<file path="src/rtl/zs_pkg.sv">
package zs_pkg;

    typedef enum logic [2:0] {
        OP_ADD  = 3'd0,
        OP_SUB  = 3'd1,
        OP_MUL  = 3'd2,
        OP_PUSH = 3'd3,
        OP_POP  = 3'd4
    } op_e;

    typedef enum logic [1:0] {
        ST_IDLE = 2'd0,
        ST_EXEC = 2'd1,
        ST_FILL = 2'd2
    } state_e;

endpackage

</file>
<file path="src/rtl/zs_alu.sv">
module zs_alu
    import zs_pkg::*;
#(
    parameter int DW = 16
) (
    input  op_e           op,
    input  logic [DW-1:0] below,
    input  logic [DW-1:0] top,
    output logic [DW-1:0] result
);

    // Operand order follows push order: the entry pushed first is the left operand.
    always_comb begin
        case (op)
            OP_ADD:  result = below + top;
            OP_SUB:  result = below - top;
            OP_MUL:  result = below * top;
            default: result = '0;
        endcase
    end

endmodule

</file>
<file path="src/rtl/zs_stack.sv">
module zs_stack #(
    parameter int DW    = 16,
    parameter int DEPTH = 16,
    parameter int SPW   = $clog2(DEPTH + 1)
) (
    input  logic           clk,
    input  logic           wr_en,
    input  logic [SPW-1:0] wr_idx,
    input  logic [DW-1:0]  wr_data,
    input  logic [SPW-1:0] rd_idx_a,
    input  logic [SPW-1:0] rd_idx_b,
    output logic [DW-1:0]  rd_data_a,
    output logic [DW-1:0]  rd_data_b
);

    logic [DEPTH-1:0][DW-1:0] slots;

    for (genvar g = 0; g < DEPTH; g++) begin : g_slot
        logic [DW-1:0] cell_q;
        always_ff @(posedge clk) begin
            if (wr_en && (wr_idx == SPW'(g))) begin
                cell_q <= wr_data;
            end
        end
        assign slots[g] = cell_q;
    end

    // An index at or past DEPTH reads as zero.
    always_comb begin
        rd_data_a = '0;
        rd_data_b = '0;
        for (int i = 0; i < DEPTH; i++) begin
            if (rd_idx_a == SPW'(i)) rd_data_a = slots[i];
            if (rd_idx_b == SPW'(i)) rd_data_b = slots[i];
        end
    end

endmodule

</file>
<file path="src/rtl/zs_ctrl.sv">
module zs_ctrl
    import zs_pkg::*;
#(
    parameter int AW    = 8,
    parameter int DEPTH = 16,
    parameter int SPW   = $clog2(DEPTH + 1)
) (
    input  logic           clk,
    input  logic           rst,
    input  logic           instr_valid,
    input  logic [2:0]     instr_op,
    input  logic [AW-1:0]  instr_addr,
    output logic           instr_ready,
    output logic           done,
    output logic           err_underflow,
    output logic           err_overflow,
    output logic           stk_empty,
    output logic [SPW-1:0] sp,
    output op_e            alu_op,
    output logic           stk_we,
    output logic [SPW-1:0] stk_widx,
    output logic           stk_from_mem,
    output logic           mem_req,
    output logic           mem_we,
    output logic [AW-1:0]  mem_addr
);

    localparam logic [SPW-1:0] SP_EMPTY = SPW'(DEPTH);
    localparam logic [SPW-1:0] SP_FULL  = '0;
    localparam logic [SPW-1:0] SP_TWO   = SPW'(DEPTH - 2);

    typedef struct packed {
        state_e         st;
        op_e            op;
        logic [AW-1:0]  addr;
        logic [SPW-1:0] sp;
        logic           unf;
        logic           ovf;
        logic           done;
    } ctl_t;

    ctl_t q, d;

    logic is_empty, is_full, has_two;

    assign is_empty = (q.sp == SP_EMPTY);
    assign is_full  = (q.sp == SP_FULL);
    assign has_two  = (q.sp <= SP_TWO);

    always_comb begin
        d            = q;
        d.done       = 1'b0;
        stk_we       = 1'b0;
        stk_widx     = q.sp;
        stk_from_mem = 1'b0;
        mem_req      = 1'b0;
        mem_we       = 1'b0;
        case (q.st)
            ST_IDLE: begin
                if (instr_valid) begin
                    d.st   = ST_EXEC;
                    d.op   = op_e'(instr_op);
                    d.addr = instr_addr;
                end
            end
            ST_EXEC: begin
                d.st   = ST_IDLE;
                d.done = 1'b1;
                case (q.op)
                    OP_ADD, OP_SUB, OP_MUL: begin
                        if (has_two) begin
                            // result overwrites the lower operand slot
                            stk_we   = 1'b1;
                            stk_widx = q.sp + SPW'(1);
                            d.sp     = q.sp + SPW'(1);
                        end else begin
                            d.unf = 1'b1;
                        end
                    end
                    OP_PUSH: begin
                        if (is_full) begin
                            d.ovf = 1'b1;
                        end else begin
                            mem_req = 1'b1;
                            d.st    = ST_FILL;
                            d.done  = 1'b0;
                        end
                    end
                    OP_POP: begin
                        if (is_empty) begin
                            d.unf = 1'b1;
                        end else begin
                            mem_req = 1'b1;
                            mem_we  = 1'b1;
                            d.sp    = q.sp + SPW'(1);
                        end
                    end
                    default: ;
                endcase
            end
            ST_FILL: begin
                // pre-decrement, then write the word returned by memory
                stk_we       = 1'b1;
                stk_widx     = q.sp - SPW'(1);
                stk_from_mem = 1'b1;
                d.sp         = q.sp - SPW'(1);
                d.st         = ST_IDLE;
                d.done       = 1'b1;
            end
            default: d.st = ST_IDLE;
        endcase
    end

    always_ff @(posedge clk) begin
        if (rst) begin
            q.st   <= ST_IDLE;
            q.op   <= OP_ADD;
            q.addr <= '0;
            q.sp   <= SP_EMPTY;
            q.unf  <= 1'b0;
            q.ovf  <= 1'b0;
            q.done <= 1'b0;
        end else begin
            q <= d;
        end
    end

    assign instr_ready   = (q.st == ST_IDLE);
    assign done          = q.done;
    assign err_underflow = q.unf;
    assign err_overflow  = q.ovf;
    assign stk_empty     = is_empty;
    assign sp            = q.sp;
    assign alu_op        = q.op;
    assign mem_addr      = q.addr;

endmodule

</file>
<file path="src/rtl/zstack_unit.sv">
module zstack_unit
    import zs_pkg::*;
#(
    parameter int DW    = 16,
    parameter int AW    = 8,
    parameter int DEPTH = 16
) (
    input  logic          clk,
    input  logic          rst,
    input  logic          instr_valid,
    output logic          instr_ready,
    input  logic [2:0]    instr_op,
    input  logic [AW-1:0] instr_addr,
    output logic          done,
    output logic [DW-1:0] tos,
    output logic          tos_valid,
    output logic          err_underflow,
    output logic          err_overflow,
    output logic          mem_req,
    output logic          mem_we,
    output logic [AW-1:0] mem_addr,
    output logic [DW-1:0] mem_wdata,
    input  logic [DW-1:0] mem_rdata
);

    localparam int SPW = $clog2(DEPTH + 1);

    logic [SPW-1:0] sp;
    logic           stk_empty;
    op_e            alu_op;
    logic           stk_we;
    logic [SPW-1:0] stk_widx;
    logic           stk_from_mem;
    logic [DW-1:0]  top_w, below_w, alu_y, stk_wdata;

    zs_ctrl #(
        .AW    (AW),
        .DEPTH (DEPTH),
        .SPW   (SPW)
    ) u_ctrl (
        .clk           (clk),
        .rst           (rst),
        .instr_valid   (instr_valid),
        .instr_op      (instr_op),
        .instr_addr    (instr_addr),
        .instr_ready   (instr_ready),
        .done          (done),
        .err_underflow (err_underflow),
        .err_overflow  (err_overflow),
        .stk_empty     (stk_empty),
        .sp            (sp),
        .alu_op        (alu_op),
        .stk_we        (stk_we),
        .stk_widx      (stk_widx),
        .stk_from_mem  (stk_from_mem),
        .mem_req       (mem_req),
        .mem_we        (mem_we),
        .mem_addr      (mem_addr)
    );

    zs_stack #(
        .DW    (DW),
        .DEPTH (DEPTH),
        .SPW   (SPW)
    ) u_stack (
        .clk       (clk),
        .wr_en     (stk_we),
        .wr_idx    (stk_widx),
        .wr_data   (stk_wdata),
        .rd_idx_a  (sp),
        .rd_idx_b  (sp + SPW'(1)),
        .rd_data_a (top_w),
        .rd_data_b (below_w)
    );

    zs_alu #(
        .DW (DW)
    ) u_alu (
        .op     (alu_op),
        .below  (below_w),
        .top    (top_w),
        .result (alu_y)
    );

    assign stk_wdata = stk_from_mem ? mem_rdata : alu_y;
    assign mem_wdata = top_w;
    assign tos_valid = ~stk_empty;
    assign tos       = stk_empty ? '0 : top_w;

endmodule

</file>
<file path="config.mk">
export PLATFORM = sky130hd
export DESIGN_NAME = zstack_unit
export DESIGN_NICKNAME = d
export VERILOG_FILES = /design/src/rtl/zs_pkg.sv /design/src/rtl/zs_alu.sv /design/src/rtl/zs_stack.sv /design/src/rtl/zs_ctrl.sv /design/src/rtl/zstack_unit.sv
export SDC_FILE = /design/constraint.sdc
export NUM_CORES = 1
export LEC_CHECK = 0
export BUFFER_PORTS_ARGS = -buffer_cell sky130_fd_sc_hd__buf_2
export CAP_MARGIN = 0
export CORE_MARGIN = 2
export CORE_UTILIZATION = 29
export DETAILED_ROUTE_END_ITERATION = 7
export SLEW_MARGIN = 40
export SYNTH_ARGS = -nofsm -noshare
export SYNTH_HDL_FRONTEND = slang
export SYNTH_SLANG_ARGS = --single-unit
export TNS_END_PERCENT = 5
</file>
<file path="constraint.sdc">
create_clock -name clk -period 12.26 [get_ports clk]
set_input_delay 0.613 -clock clk [delete_from_list [all_inputs] [get_ports clk]]
set_output_delay 0.613 -clock clk [all_outputs]
set_load 0.005 [all_outputs]
</file>
==> flow_metrics.py, run 1 <==
metrics = {
    "yosys": {
        "ys.warnings.count": 0,
        "yosys.cell_types.count": 106,
        "synth_common_cells": "256 x edfxtp_1, 253 x nand2_1, 189 x nor2_1",
        "syn_inst": 2190,
        "yosysTopAreaCell": "edfxtp_1",
        "ys_ff_latch": 277,
        "netlist_top_cells_area": "edfxtp_1 37%, fa_1 7.9%, ha_1 4.6%, nand2_1 4.6%, a21oi_1 4.4%",
        "yosysMostFrequentCell": "edfxtp_1",
        "syn_area_um2": 20600,
        "synth_flop_cell": "edfxtp_1",
        "synth-edff-count": 256,
        "syn_area_per_cell_um2": 9.42,
        "synth_top_area_share": 0.373,
        "async_reset_ff_frac": 0,
        "ys_seq_area_frac": 0.393,
        "syn_nets": 2377,
    },
    "timing": {
        "finalClockSkew_ns": 0.0349,
        "fmax_mhz": 92.0,
        "slew_headroom": 0.394,
        "whs_ns": 0.321,
        "min_period_ns": 10.87,
        "worstMarginPinSlew_ns": 0.907,
        "rsz0062_at_grt": "no",
        "setup_viol": 0,
        "hold_viol_final": 0,
        "fin_crit_sh": 0.886,
        "slew_viol_final": 0,
        "finalSetupTns_ns": 0,
    },
    "clock_tree": {
        "cts_made_buffers": 34,
        "cts_resized": 0,
        "clock_sinks": 277,
        "path_clk_slew_ns": 0.06,
        "clock_latency_ns": 0.57,
        "ctsHoldBuffers": 0,
        "cts-htree-levels": 2,
        "cts_root_buffer": "clkbuf_16",
        "clockBufferDepth": 3,
        "post_cts_buffers": 0,
        "cts_tree": "yes",
    },
    "routing": {
        "via_count": 19004,
        "avgRoutedWirePerCell_um": 27.9,
        "drt-pass1-iter-count": 8,
        "antenna_left": 0,
        "routed_wl_um": 89100,
        "drt_iter0_drc": 2513,
        "remaining_drc_errors": 0,
        "viasPerCell": 5.94,
    },
    "hold_path": {
        "hp-class": "input pin to register",
    },
    "critical_path": {
        "crit_arrival_ns": 11.14,
        "slowest_stage": "nor2_1",
        "critical_path.max_stage_delay_ns": 0.85,
        "end_kind": "register",
        "cp_data_required_time_ns": 12.53,
        "crit_path_start_kind": "register",
        "critPathMaxFanout": 20,
        "path_class": "register to register",
    },
    "global_route": {
        "grt_max_degree": 61,
        "grt_overflow": 0,
        "grt_pass1_vias": 18524,
        "antenna_found_initial": 2,
        "grt_pass1_wl_um": 129000,
        "grt_usage": 0.237,
    },
    "power_and_ir_drop": {
        "power.leakage_uw": 0.00865,
        "pwr_density_cell_nw_per_um2": 113,
        "vdd_drop_max_mv": 0.0774,
    },
    "final_layout": {
        "post_route_cells_drive_above_1_share": 0.131,
        "area_growth_syn_to_layout_pct": 13.4,
        "nets": 2418,
    },
    "run_status": {
        "status": "complete, no violations",
    },
    "run": {
        "max-cap-violations": 0,
    },
    "placement": {
        "dp_hpwl_um": 63000,
        "place_congestion": 0.967,
        "io_buffer_count": 76,
    },
    "floorplanning": {
        "fp-row-count": 97,
        "die_w_um": 271,
        "fp.dieArea_um2": 73300,
        "coreArea_um2": 70300,
        "start_util": 0.294,
        "fp.dieH_um": 271,
        "io_pins": 77,
    },
}
==> critical path: cells and delay by family (launching register included) <==
family / cells / cell delay [ns]
adder cells (fa/ha/maj): 8 / 3.61
AND/OR/NAND/NOR: 6 / 2.55
XOR/XNOR: 9 / 2.06
AO/OA/AOI/OAI: 4 / 0.93
flip-flops: 1 / 0.79
buffers and inverters: 5 / 0.57
==> kinds of logic (layout without fill, tap and decap cells) <==
family,after synthesis,in the layout,synth area share
and+or+nand+nor,714,714,0.168
AOI/OAI and AO/OA,624,624,0.208
buffers and inverters,349,416,0.0749
DFF,277,277,0.393
adders and majority gates,157,157,0.125
xor gates and xnor gates,67,67,0.0311
muxes,2,2,0.000971
other,0,2,0
==> area by class of cell <==
type / instances / area [um2]
Fill cell: 7135 / 46900
Multi-Input combinational cell: 1564 / 11200
Sequential cell: 277 / 8110
Tap cell: 940 / 1180
Timing Repair Buffer: 161 / 1020
Clock buffer: 40 / 905
Inverter: 193 / 727
Clock inverter: 22 / 298
Antenna cell: 2 / 5.00
==> flip-flops by register name, summed over array words and instances (netlist names) <==
signal / flops
u_ctrl.done: 1
u_ctrl.alu_op: 3
u_ctrl.err_overflow: 1
u_ctrl.err_underflow: 1
u_ctrl.mem_addr: 8
u_stack.g_slot.cell_q: 256
u_ctrl.sp: 5
u_ctrl.q: 2
==> cell usage in the layout (no fill, tap or decap), types with 23 or more instances in the layout <==
cell type / n
a21oi_1: 179
a221oi_1: 39
a31oi_1: 23
and2_1: 26
buf_2: 76
buf_4: 85
clkbuf_16: 35
edfxtp_1: 256
fa_1: 81
ha_1: 72
inv_1: 184
nand2_1: 253
nand3_1: 44
nor2_1: 187
nor2b_1: 34
nor3_1: 34
o21ai_0: 85
o22ai_1: 44
xnor2_1: 50
==> stage by stage <==
stage                     cells  power, uW  setup WS [ns]  cell area, um2   util
final                      3199       2660           1.39           23400  0.333
after global routing       3197       2720           1.06           23400  0.333
after CTS                  3197       2650           1.65           23300  0.332
after detailed placement   3135       1570           1.75           22100  0.315
after global placement     3134       1570           1.82           22100  0.314
after floorplan            2190       1380           3.05           20600      -
==> report_power, final <==
group | switching (uW) | internal (uW)
clock | 434 | 661
combinational | 306 | 121
sequential | 5.60 | 1130
==> worst paths after layout <==
check	startpoint	to	slack (ns)	cells past startpoint
setup / recovery	u_ctrl.sp[1]	u_stack.g_slot[9].cell_q[15]	1.39	32
hold / removal	instr_op[1]	u_ctrl.alu_op[1]	0.32	3
setup reg to reg	u_ctrl.sp[1]	u_stack.g_slot[9].cell_q[15]	1.39	32
hold reg to reg	u_ctrl.mem_addr[3]	u_ctrl.mem_addr[3]	0.45	2
==> routing by layer <==
| layer | global-route usage | share of wire | routed length, um |
|---|---|---|---|
| met1 | 0.321 | 0.40 | 35900 |
| met2 | 0.370 | 0.44 | 39500 |
| met5 | 0 | 0 | 0 |
| met4 | 0.102 | 0.048 | 4270 |
| met3 | 0.0458 | 0.11 | 9410 |
Power figures use the tool's default switching activity.
==> run 2: changes to the inputs <==
--- a/config.mk
+++ b/config.mk
@@ -10,6 +10,7 @@
 export CORE_MARGIN = 2
 export CORE_UTILIZATION = 29
 export DETAILED_ROUTE_END_ITERATION = 7
+export RECOVER_POWER = 25
 export SLEW_MARGIN = 40
 export SYNTH_ARGS = -nofsm -noshare
 export SYNTH_HDL_FRONTEND = slang
==> run 2 against run 1 <==
Against the previous run:
- the run now ends with capacitance limit, slew limit left
- sequential power barely moved
- core utilization is 0.13 points lower
- combinational power barely moved
- critical path depth rose by 4
- largest power group unchanged
- largest cell class unchanged
==> flow_metrics.py, run 2 (synthesis gave the netlist of run 1 again) <==
metrics = {
    "floorplanning": {
        "coreArea_um2": 70300,
        "fp.dieArea_um2": 73300,
        "fp.dieH_um": 271,
        "start_util": 0.294,
        "die_w_um": 271,
        "fp-row-count": 97,
        "io_pins": 77,
    },
    "routing": {
        "remaining_drc_errors": 0,
        "viasPerCell": 5.94,
        "via_count": 18999,
        "routed_wl_um": 89100,
        "drt-pass1-iter-count": 7,
        "avgRoutedWirePerCell_um": 27.9,
        "antenna_left": 0,
        "drt_iter0_drc": 2466,
    },
    "hold_path": {
        "hp-class": "input pin to register",
        "hold_depth": 3,
    },
    "clock_tree": {
        "post_cts_buffers": 0,
        "path_clk_slew_ns": 0.06,
        "cts_tree": "yes",
        "clockBufferDepth": 3,
        "ctsHoldBuffers": 0,
        "cts_root_buffer": "clkbuf_16",
        "clock_sinks": 277,
        "cts-htree-levels": 2,
        "cts_resized": 0,
        "cts_made_buffers": 34,
        "clock_latency_ns": 0.57,
    },
    "timing": {
        "worstMarginPinSlew_ns": 1.76,
        "slew_viol_final": 91,
        "rsz0062_at_grt": "no",
        "fin_crit_sh": 0.934,
        "fmax_mhz": 87.3,
        "hold_viol_final": 0,
        "setup_viol": 0,
        "slew_headroom": -0.191,
        "finalSetupTns_ns": 0,
        "min_period_ns": 11.45,
        "finalClockSkew_ns": 0.0319,
        "whs_ns": 0.318,
    },
    "global_route": {
        "grt_overflow": 0,
        "grt_max_degree": 61,
        "grt_pass1_wl_um": 129000,
        "grt_usage": 0.237,
        "antenna_found_initial": 2,
        "grt_pass1_vias": 18524,
    },
    "run": {
        "max-cap-violations": 5,
    },
    "critical_path": {
        "crit_family": "adder cells",
        "path_class": "register to register",
        "timing.critical_path.buf_inv": 7,
        "cp_data_required_time_ns": 12.53,
        "crit_cells": 36,
        "critical_path.max_stage_delay_ns": 0.72,
        "end_kind": "register",
        "crit_arrival_ns": 11.72,
        "crit_path_start_kind": "register",
        "slowest_stage": "a2111oi_0",
        "r2r_cells": 36,
        "critPathMaxFanout": 19,
    },
    "power_and_ir_drop": {
        "swShare": 0.281,
        "vdd_drop_max_mv": 0.0781,
        "power_frac_clock": 0.413,
        "switching_power_uw": 745,
        "pwr-share-comb": 0.160,
        "power.leakage_uw": 0.00857,
        "pwr_density_cell_nw_per_um2": 114,
        "p_int_uw": 1910,
        "p_seq_frac": 0.427,
        "finalPower_uw": 2650,
    },
    "placement": {
        "dp_hpwl_um": 63000,
        "place_congestion": 0.967,
        "io_buffer_count": 76,
    },
    "final_layout": {
        "final_cell_mix": "256 x edfxtp_1, 253 x nand2_1, 187 x nor2_1",
        "final_common_cell": "edfxtp_1",
        "largest_reg_flops": 256,
        "nets": 2418,
        "regArea_um2": 8110,
        "area_growth_syn_to_layout_pct": 13.0,
        "regMostFlops": "u_stack.g_slot.cell_q",
        "nFillCells": 7156,
        "multi_input_area_um2": 11100,
        "post_route_cells_drive_above_1_share": 0.121,
    },
    "run_status": {
        "status": "finished, violations left",
        "violations": "capacitance limit, slew limit",
    },
}
-- run 2: final timing paths --
kind / from / to / slack (ns)
min reg2reg: u_ctrl.mem_addr[3] / u_ctrl.mem_addr[3] / 0.45
max: u_ctrl.sp[0] / u_stack.g_slot[9].cell_q[15] / 0.81
max reg2reg: u_ctrl.sp[0] / u_stack.g_slot[9].cell_q[15] / 0.81
min: instr_op[1] / u_ctrl.alu_op[1] / 0.32
-- run 2: power groups by stage --
stage	Clock, uW	Sequential (uW)	Combinational (uW)
6_report	1100	1130	425
5_1_grt	1140	1130	449
4_1_cts	1100	1130	418
3_5_place_dp	0	1150	417
3_3_place_gp	0	1150	414
2_1_floorplan	0	1150	232
-- run 2: layout make-up --
class                           instances  share of cell area
Antenna cell                            1            0.000107
Clock buffer                           40              0.0388
Clock inverter                         22              0.0128
Inverter                              193              0.0312
Multi-Input combinational cell       1564               0.477
Sequential cell                       277               0.348
Tap cell                              940              0.0505
Timing Repair Buffer                  161              0.0415
-- run 2: per-stage QoR --
step                instance area (um2)  utilization  worst slack (ns)  std cells
global route                      23300        0.332             0.540       3197
floorplan                         20600            -              3.05       2190
global placement                  22100        0.314              1.82       3134
finish                            23300        0.332             0.808       3198
detailed placement                22100        0.315              1.75       3135
CTS                               23300        0.332              1.65       3197
-- run 2: worst min-delay path, cell delays in order --
cell     delay, ns
buf_2         0.10
nand2_1       0.05
a21oi_1       0.05
-- run 2: routing by layer --
layer | track usage | share of wire | up-vias
met5 | 0 | 0 | -
met4 | 0.102 | 0.047 | 0
met3 | 0.0458 | 0.11 | 259
met2 | 0.370 | 0.44 | 1256
met1 | 0.321 | 0.41 | 9468
li1 | - | - | 8016
